[src/rtl/booth_pkg.sv]
package booth_pkg;
  typedef enum logic [1:0] {OP_NONE, OP_ADD, OP_SUB} booth_op_e;
  typedef enum logic {ST_IDLE, ST_RUN} booth_st_e;

  // pair = {multiplier lsb, guard bit}
  function automatic booth_op_e booth_decode(input logic lsb, input logic guard);
    case ({lsb, guard})
      2'b10:   return OP_SUB;
      2'b01:   return OP_ADD;
      default: return OP_NONE;
    endcase
  endfunction
endpackage

[src/rtl/booth_ctrl.sv]
module booth_ctrl
  import booth_pkg::*;
#(
  parameter int WIDTH = 8
) (
  input  logic clk_i,
  input  logic rst_ni,
  input  logic start_i,
  output logic ready_o,
  output logic load_o,
  output logic step_o,
  output logic done_o
);
  localparam int CNT_W = $clog2(WIDTH + 1);

  booth_st_e        st_q;
  logic [CNT_W-1:0] cnt_q;
  logic             done_q;
  logic             last;

  assign ready_o = (st_q == ST_IDLE);
  assign load_o  = ready_o & start_i;
  assign step_o  = (st_q == ST_RUN);
  assign last    = step_o & (cnt_q == CNT_W'(1));
  assign done_o  = done_q;

  always_ff @(posedge clk_i or negedge rst_ni) begin
    if (!rst_ni) begin
      st_q   <= ST_IDLE;
      cnt_q  <= '0;
      done_q <= 1'b0;
    end else begin
      done_q <= last;
      if (load_o) begin
        st_q  <= ST_RUN;
        cnt_q <= CNT_W'(WIDTH);
      end else if (step_o) begin
        cnt_q <= cnt_q - CNT_W'(1);
        if (last) st_q <= ST_IDLE;
      end
    end
  end
endmodule

[src/rtl/booth_recode.sv]
module booth_recode
  import booth_pkg::*;
(
  input  logic      lsb_i,
  input  logic      guard_i,
  output booth_op_e op_o
);
  assign op_o = booth_decode(lsb_i, guard_i);
endmodule

[src/rtl/booth_addsub.sv]
module booth_addsub
  import booth_pkg::*;
#(
  parameter int AW = 9
) (
  input  logic [AW-1:0] acc_i,
  input  logic [AW-1:0] mc_i,
  input  booth_op_e     op_i,
  output logic [AW-1:0] res_o
);
  // carry-out beyond AW is dropped
  always_comb begin
    case (op_i)
      OP_ADD:  res_o = acc_i + mc_i;
      OP_SUB:  res_o = acc_i + ~mc_i + AW'(1);
      default: res_o = acc_i;
    endcase
  end
endmodule

[src/rtl/booth_mult_seq.sv]
module booth_mult_seq
  import booth_pkg::*;
#(
  parameter int WIDTH = 8
) (
  input  logic               clk_i,
  input  logic               rst_ni,
  input  logic               start_i,
  input  logic [WIDTH-1:0]   mcand_i,
  input  logic [WIDTH-1:0]   mplier_i,
  output logic               ready_o,
  output logic               done_o,
  output logic [2*WIDTH-1:0] product_o
);
  // one guard bit so subtracting the most negative multiplicand cannot wrap
  localparam int AW = WIDTH + 1;

  logic [AW-1:0]    acc_q, mc_q, sum;
  logic [WIDTH-1:0] mq_q;
  logic             guard_q;
  logic             load, step;
  booth_op_e        op;

  booth_ctrl #(.WIDTH(WIDTH)) u_ctrl (
    .clk_i, .rst_ni, .start_i,
    .ready_o, .load_o(load), .step_o(step), .done_o
  );

  booth_recode u_rec (.lsb_i(mq_q[0]), .guard_i(guard_q), .op_o(op));

  booth_addsub #(.AW(AW)) u_as (.acc_i(acc_q), .mc_i(mc_q), .op_i(op), .res_o(sum));

  always_ff @(posedge clk_i or negedge rst_ni) begin
    if (!rst_ni) begin
      acc_q   <= '0;
      mq_q    <= '0;
      guard_q <= 1'b0;
      mc_q    <= '0;
    end else if (load) begin
      acc_q   <= '0;
      mq_q    <= mplier_i;
      guard_q <= 1'b0;
      mc_q    <= {mcand_i[WIDTH-1], mcand_i};
    end else if (step) begin
      {acc_q, mq_q, guard_q} <= {sum[AW-1], sum, mq_q};
    end
  end

  assign product_o = {acc_q[WIDTH-1:0], mq_q};
endmodule

[config.mk]
export PLATFORM = sky130hd
export DESIGN_NAME = booth_mult_seq
export DESIGN_NICKNAME = d
export VERILOG_FILES = /design/src/rtl/booth_pkg.sv /design/src/rtl/booth_ctrl.sv /design/src/rtl/booth_recode.sv /design/src/rtl/booth_addsub.sv /design/src/rtl/booth_mult_seq.sv
export SDC_FILE = /design/constraint.sdc
export NUM_CORES = 1
export LEC_CHECK = 0
export ABC_AREA = 1
export BUFFER_PORTS_ARGS = -buffer_cell sky130_fd_sc_hd__buf_2
export CAP_MARGIN = 20
export CORE_AREA = 2 2 69 71
export CTS_BUF_LIST = sky130_fd_sc_hd__clkbuf_16
export DETAILED_ROUTE_END_ITERATION = 16
export DIE_AREA = 0 0 71 73
export PLACE_DENSITY = 0.75
export SLEW_MARGIN = 15
export SYNTH_ARGS = -nofsm -noshare
export SYNTH_HDL_FRONTEND = slang
export SYNTH_SLANG_ARGS = --single-unit
[constraint.sdc]
create_clock -name clk_i -period 1.6 [get_ports clk_i]
set_input_delay 0.08 -clock clk_i [delete_from_list [all_inputs] [get_ports clk_i]]
set_output_delay 0.08 -clock clk_i [all_outputs]
set_load 0.01 [all_outputs]
; Yosys cells after proc, flatten, opt, wreduce, memory -nomap -nowiden
; Cells that the tools add are included.
[classes]
bitwise_logic = 4
mux = 13
n_eq_ne = 5
reduce_logical = 1
add_sub_neg = 4
[ops]
columns = op, count
row1 = adder 9 bit, 2
row2 = two-way mux 9 bit, 2
row3 = one-hot mux 9 bit (2 select lines), 1
row4 = two-way mux 8 bit, 2
row5 = "adder 9 x 1 -> 9 bit, second input constant", 1
row6 = inverter 9 bit, 1
row7 = two-way mux 4 bit, 2
row8 = two-way mux 1 bit, 5
row9 = "equality test 2 x 1 -> 1 bit, second input constant", 2
row10 = "equality test 2 bit, second input constant", 2
row11 = "equality test 4 x 1 -> 1 bit, second input constant", 1
row12 = one-hot mux 2 bit (2 select lines), 1
row13 = "subtractor 4 x 1 -> 4 bit, second input constant", 1
row14 = AND 1 bit, 2
row15 = nonzero test 2 bit, 1
row16 = inverter 1 bit, 1
[word_totals]
output_inout_bits = 18
input_bits = 19
wordCells = 34
ff_bits = 32

; Logic depth before layout (Yosys ltp)
[logic_depth]
word_depth = 6
ltp_mapped = 14

; By module
; A second synthesis with hierarchy kept.
[unflattened]
cells_unflattened = 359
area_unflattened_um2 = 2474.9
[by_module_without_submodules]
columns = mod, area_per_inst_um2, seq_area_each_um2, n_inst, cells_per_inst
row1 = booth_addsub, 1082.3, 0.0, 1, 202
row2 = booth_mult_seq, 1079.8, 625.6, 1, 117
row3 = booth_ctrl, 297.8, 150.1, 1, 36
row4 = booth_recode, 15.0, 0.0, 1, 4

; Worst setup path before layout
; Ideal clock, no wire load.
[synth_path]
path_type = register to register
from = register acc_q[0]
to = register acc_q[3]
setup_slack_ns = -0.165
synth_period_minus_slack_ns = 1.765
path_buffers = 0
t_arrival_ns = 1.648
setup_time_ns = 0.116
stages_incl_launch_ff = 14
cell_sequence = dfrtp_1 > inv_1 > ha_1 > inv_1 > fa_1 > nand2_1 > nand2_1 > and2_4 > nor2_1 > nor2_1 > nand2_1 > nand3_1 > nand2_1 > nand2_1
[synth_between]
elab_chain_cells = 5
word_cells_on_any_way = 6
classes_between = 3 x add/sub / 3 x mux
[synth_lines]
columns = element, line
row1 = from (decl), booth_mult_seq.sv:18  ; logic [AW-1:0] acc_q, mc_q, sum;
row2 = from (signal assigned), booth_mult_seq.sv:45  ; {acc_q, mq_q, guard_q} <= {sum[AW-1], sum, mq_q};
row3 = adder 9 bit, booth_addsub.sv:15  ; OP_SUB: res_o = acc_i + ~mc_i + AW'(1);
row4 = adder 9 x 1 -> 9 bit, booth_addsub.sv:15
row5 = one-hot mux 9 bit (2 select lines) *, booth_addsub.sv:13  ; case (op_i)
row6 = two-way mux 9 bit *, booth_mult_seq.sv:44  ; end else if (step) begin
row7 = two-way mux 9 bit *, booth_mult_seq.sv:39  ; end else if (load) begin
; Every way passes the cells marked *; elsewhere a longest branch is shown, timed or not. The select of a mux whose other input is x is not followed.
; A chain may end at the register's enable or synchronous reset.

; Worst setup path in the final report
[layout_path]
from = register acc_q[0]
to = register acc_q[5]
; Same word-level chain as after synthesis.

==> summary.txt <==
Critical path
  – Crit Path Max Fanout: 3
  – R2R depth: 13
  – Crit Path Class: register to register
  – WP data arrival: a little over 2 ns
  – Reg2reg start: acc_q[0]
  – R2r setup slk: -0.22 ns
  – Crit path launch type: register
  – Capture point of the worst reg-to-reg path: acc_q[5]
  – CP Launch Point: acc_q[0]
  – CP endpoint: acc_q[5]
  – CP Capture Type: register
  – Worst EP required: around 1.8 ns

Clock tree
  – Root Buffer: clkbuf_16
  – H-Tree Depth: 2
  – Longest Clk Path Bufs: 2
  – TritonCTS clock tree: yes
  – CTS clk-pin slew, worst paths: 0.05 ns
  – Clk Latency, worst-skew pair: 0.28 ns
  – Number of CTS-inserted buffers: 5
  – Clock tree sinks: 31

STA
  – Worst-Margin Slew: 0.715 ns
  – Post-layout min period: 1.82 ns
  – Slew HR: 0.523
  – Post-route clock skew: between 0.002 and 0.003 ns
  – Final Worst Setup Slack: -0.221 ns
  – RSZ-0062 raised after global routing: true
  – Final Hold Viols: 0
  – Final hold slack: 0.00780 ns
  – Final setup fails: 6
  – Ratio of final minimum period to clock period: 1.14
  – Peak Freq: 549 MHz
  – Slew Limit Fails: 0

GRT
  – First-pass GRT wire length: ~9.4 mm
  – Largest net degree at the start of global routing: 32
  – Initial antenna violation count: 0
  – GRT overflow: 0
  – Vias in the first global route: 2115
  – GRT Overall Usage: 0.231

Synthesis
  – Yosys cell types: 25
  – Syn_nets: 345
  – Post-Synth Adder-Cell Area: 0.132
  – Largest cells by area after synthesis: dfrtp_1, nand2_1, ha_1
  – Mapped cell area: approximately 2200 µm²
  – Top cell type's share of synthesized area: 0.353
  – Complex-gate fraction of the synthesized area: 0.121
  – Register area share after synthesis: 0.353
  – Synthesized instance count: 304
  – YS warnings: 0
  – Seq cells post-synth: 31
  – Combinational family with the most area after synthesis: simple AND/OR/NAND/NOR gates
  – Synth Area in XOR/XNOR: 0
  – Post-Syn Area per Cell: 7.22 µm²
  – Mux share of post-synthesis cell area: 0
  – Fraction of the mapped netlist area in simple logic gates: 0.291
  – Post-synth top area cell: dfrtp_1

Flow run
  – Maxcap violations: 0

Route
  – First-pass iteration count of the detailed router: 4
  – Wire per inst: 14.0 µm
  – Drt total wl: 5.94 mm
  – Routed vias: 2243
  – DRT antenna net count: 0
  – Iteration-0 DRC Markers: 142
  – Vias per inst: 5.30
  – Post-route DRC violation count: 0

Floorplan
  – Row Count: 25
  – Core Area: 4540 µm²
  – Die Y-Extent: between 70 and 80 µm
  – Initial Utilization: 0.484
  – Die width: 71 µm
  – I/O pin total: 37
  – Die area: 5180 µm²

Cells and area
  – Storage cell area: 777 µm²
  – Fill cells: 357
  – Area growth syn-to-layout: 33.0%
  – Inserted Diodes: 0
  – Layout cell share with drive strength beyond 1: 0.314
  – Nets@finish: a little over 400
  – Area occupied by multi-input gates: 1340 µm²

Run status
  – Failing checks: setup timing
  – Status: complete, but fails checks

Placement
  – Placer Congestion: 0.861
  – IO Port Bufs: 36
  – DP Wirelength: 3.94 mm

Hold path
  – Hold Path Cell Cnt: 3
  – Worst min path class: input port to register
## kinds of logic after synthesis
| group | after synthesis |
|---|---|
| AND/OR/NAND/NOR | 155 |
| flip-flops | 31 |
| AO/OA/AOI/OAI | 44 |
| buffers and inverters | 52 |
| adder cells (fa/ha/maj) | 22 |
## cell type report
type / count / share of cell area
repair buffers: 67 / 0.142
multi-input cells: 221 / 0.458
clock inverters: 3 / 0.0133
clock buffers: 5 / 0.0429
well taps: 54 / 0.0232
inverters: 42 / 0.0540
flip-flops and latches: 31 / 0.266
## cells in the mapped netlist
master     n
nand2_1   93
inv_1     35
dfrtp_1   31
nand3_1   28
nor2_1    28
ha_1      20
o21ai_0   18
a21oi_1    9
inv_2      6
buf_2      4
buf_4      4
o211ai_1   4
o221ai_1   4
o22ai_1    4
a21oi_2    2
fa_1       2
nand3b_1   2
nor3_1     2
o21a_1     2
a221oi_1   1
and2_4     1
buf_6      1
clkbuf_2   1
clkinv_1   1
nand3_2    1
## worst min-delay path by stage
| stage | endpoint | slack, ns | from |
|---|---|---|---|
| after floorplan | acc_q[0] | -0.22 | rst_ni |
| after global placement | mc_q[5] | 0.17 | rst_ni |
| after detailed placement | mc_q[5] | 0.17 | rst_ni |
| after CTS | mc_q[5] | 0.003 | mcand_i[5] |
| after global routing | mq_q[5] | 0.03 | mplier_i[5] |
| final | mc_q[1] | 0.008 | mcand_i[1] |
## critical path: stages, from the launching register on
cell	delay [ns]
dfrtp_1	0.40
inv_2	0.08
ha_4	0.12
inv_2	0.03
fa_2	0.35
nand2_2	0.10
nand2_2	0.06
nand3b_1	0.12
nand2_1	0.08
nand2_1	0.09
nand3_1	0.10
nand3_1	0.11
nand2_1	0.07
nand2_1	0.05
## repair_timing
| action | CTS | global route |
|---|---|---|
| hold buffers | 1 | 0 |
| setup endpoints to repair | 8 | 8 |
| resized for setup | 20 | 16 |
| endpoints found under the hold margin | 31 | 0 |
| buffers inserted | 3 | 3 |
| pin swaps | 8 | 13 |
## layout by cell type (no fill, tap or decap), types with 2 or more instances in the layout
cell and instances:
nand2_1 85, buf_2 36, dfrtp_1 30, buf_4 30
inv_1 28, nor2_1 25, nand3_1 25, o21ai_0 17
inv_2 13, ha_1 12, a21oi_1 8, nand2_2 7
ha_4 6, clkbuf_16 5, nand3_2 4, o22ai_1 4
o211ai_1 4, o221ai_1 4, a21oi_2 3, nor3_1 2
o21a_1 2, nor2_2 2, nand3b_1 2, clkinv_1 2
fa_2 2, ha_2 2
## registers in the layout, indices dropped and copies added (netlist names)
name,count
u_ctrl.cnt_q,4
mq_q,8
acc_q,8
u_ctrl.done_o,1
mc_q,8
u_ctrl.step_o,1
guard_q,1
## per-stage QoR
stage	setup WS [ns]	util	cells	area, µm²	setup TNS, ns
6_report	-0.221	0.643	423	2920	-0.781
5_1_grt	-0.300	0.643	423	2920	-1.42
4_1_cts	-0.182	0.631	420	2860	-0.638
3_5_place_dp	-0.173	0.567	408	2570	-0.755
3_3_place_gp	-0.134	0.567	408	2570	-0.524
2_1_floorplan	-0.0966	-	304	2210	-0.241
## layer usage
layer | global-route usage | share of wire
met1 | 0.281 | 0.42
met2 | 0.403 | 0.48
met3 | 0.0414 | 0.060
met4 | 0.103 | 0.038
met5 | 0 | 0
Power is left out: the tool's default activity adds up to more than one toggle a clock period on the data nets, which glitch-free logic cannot reach.
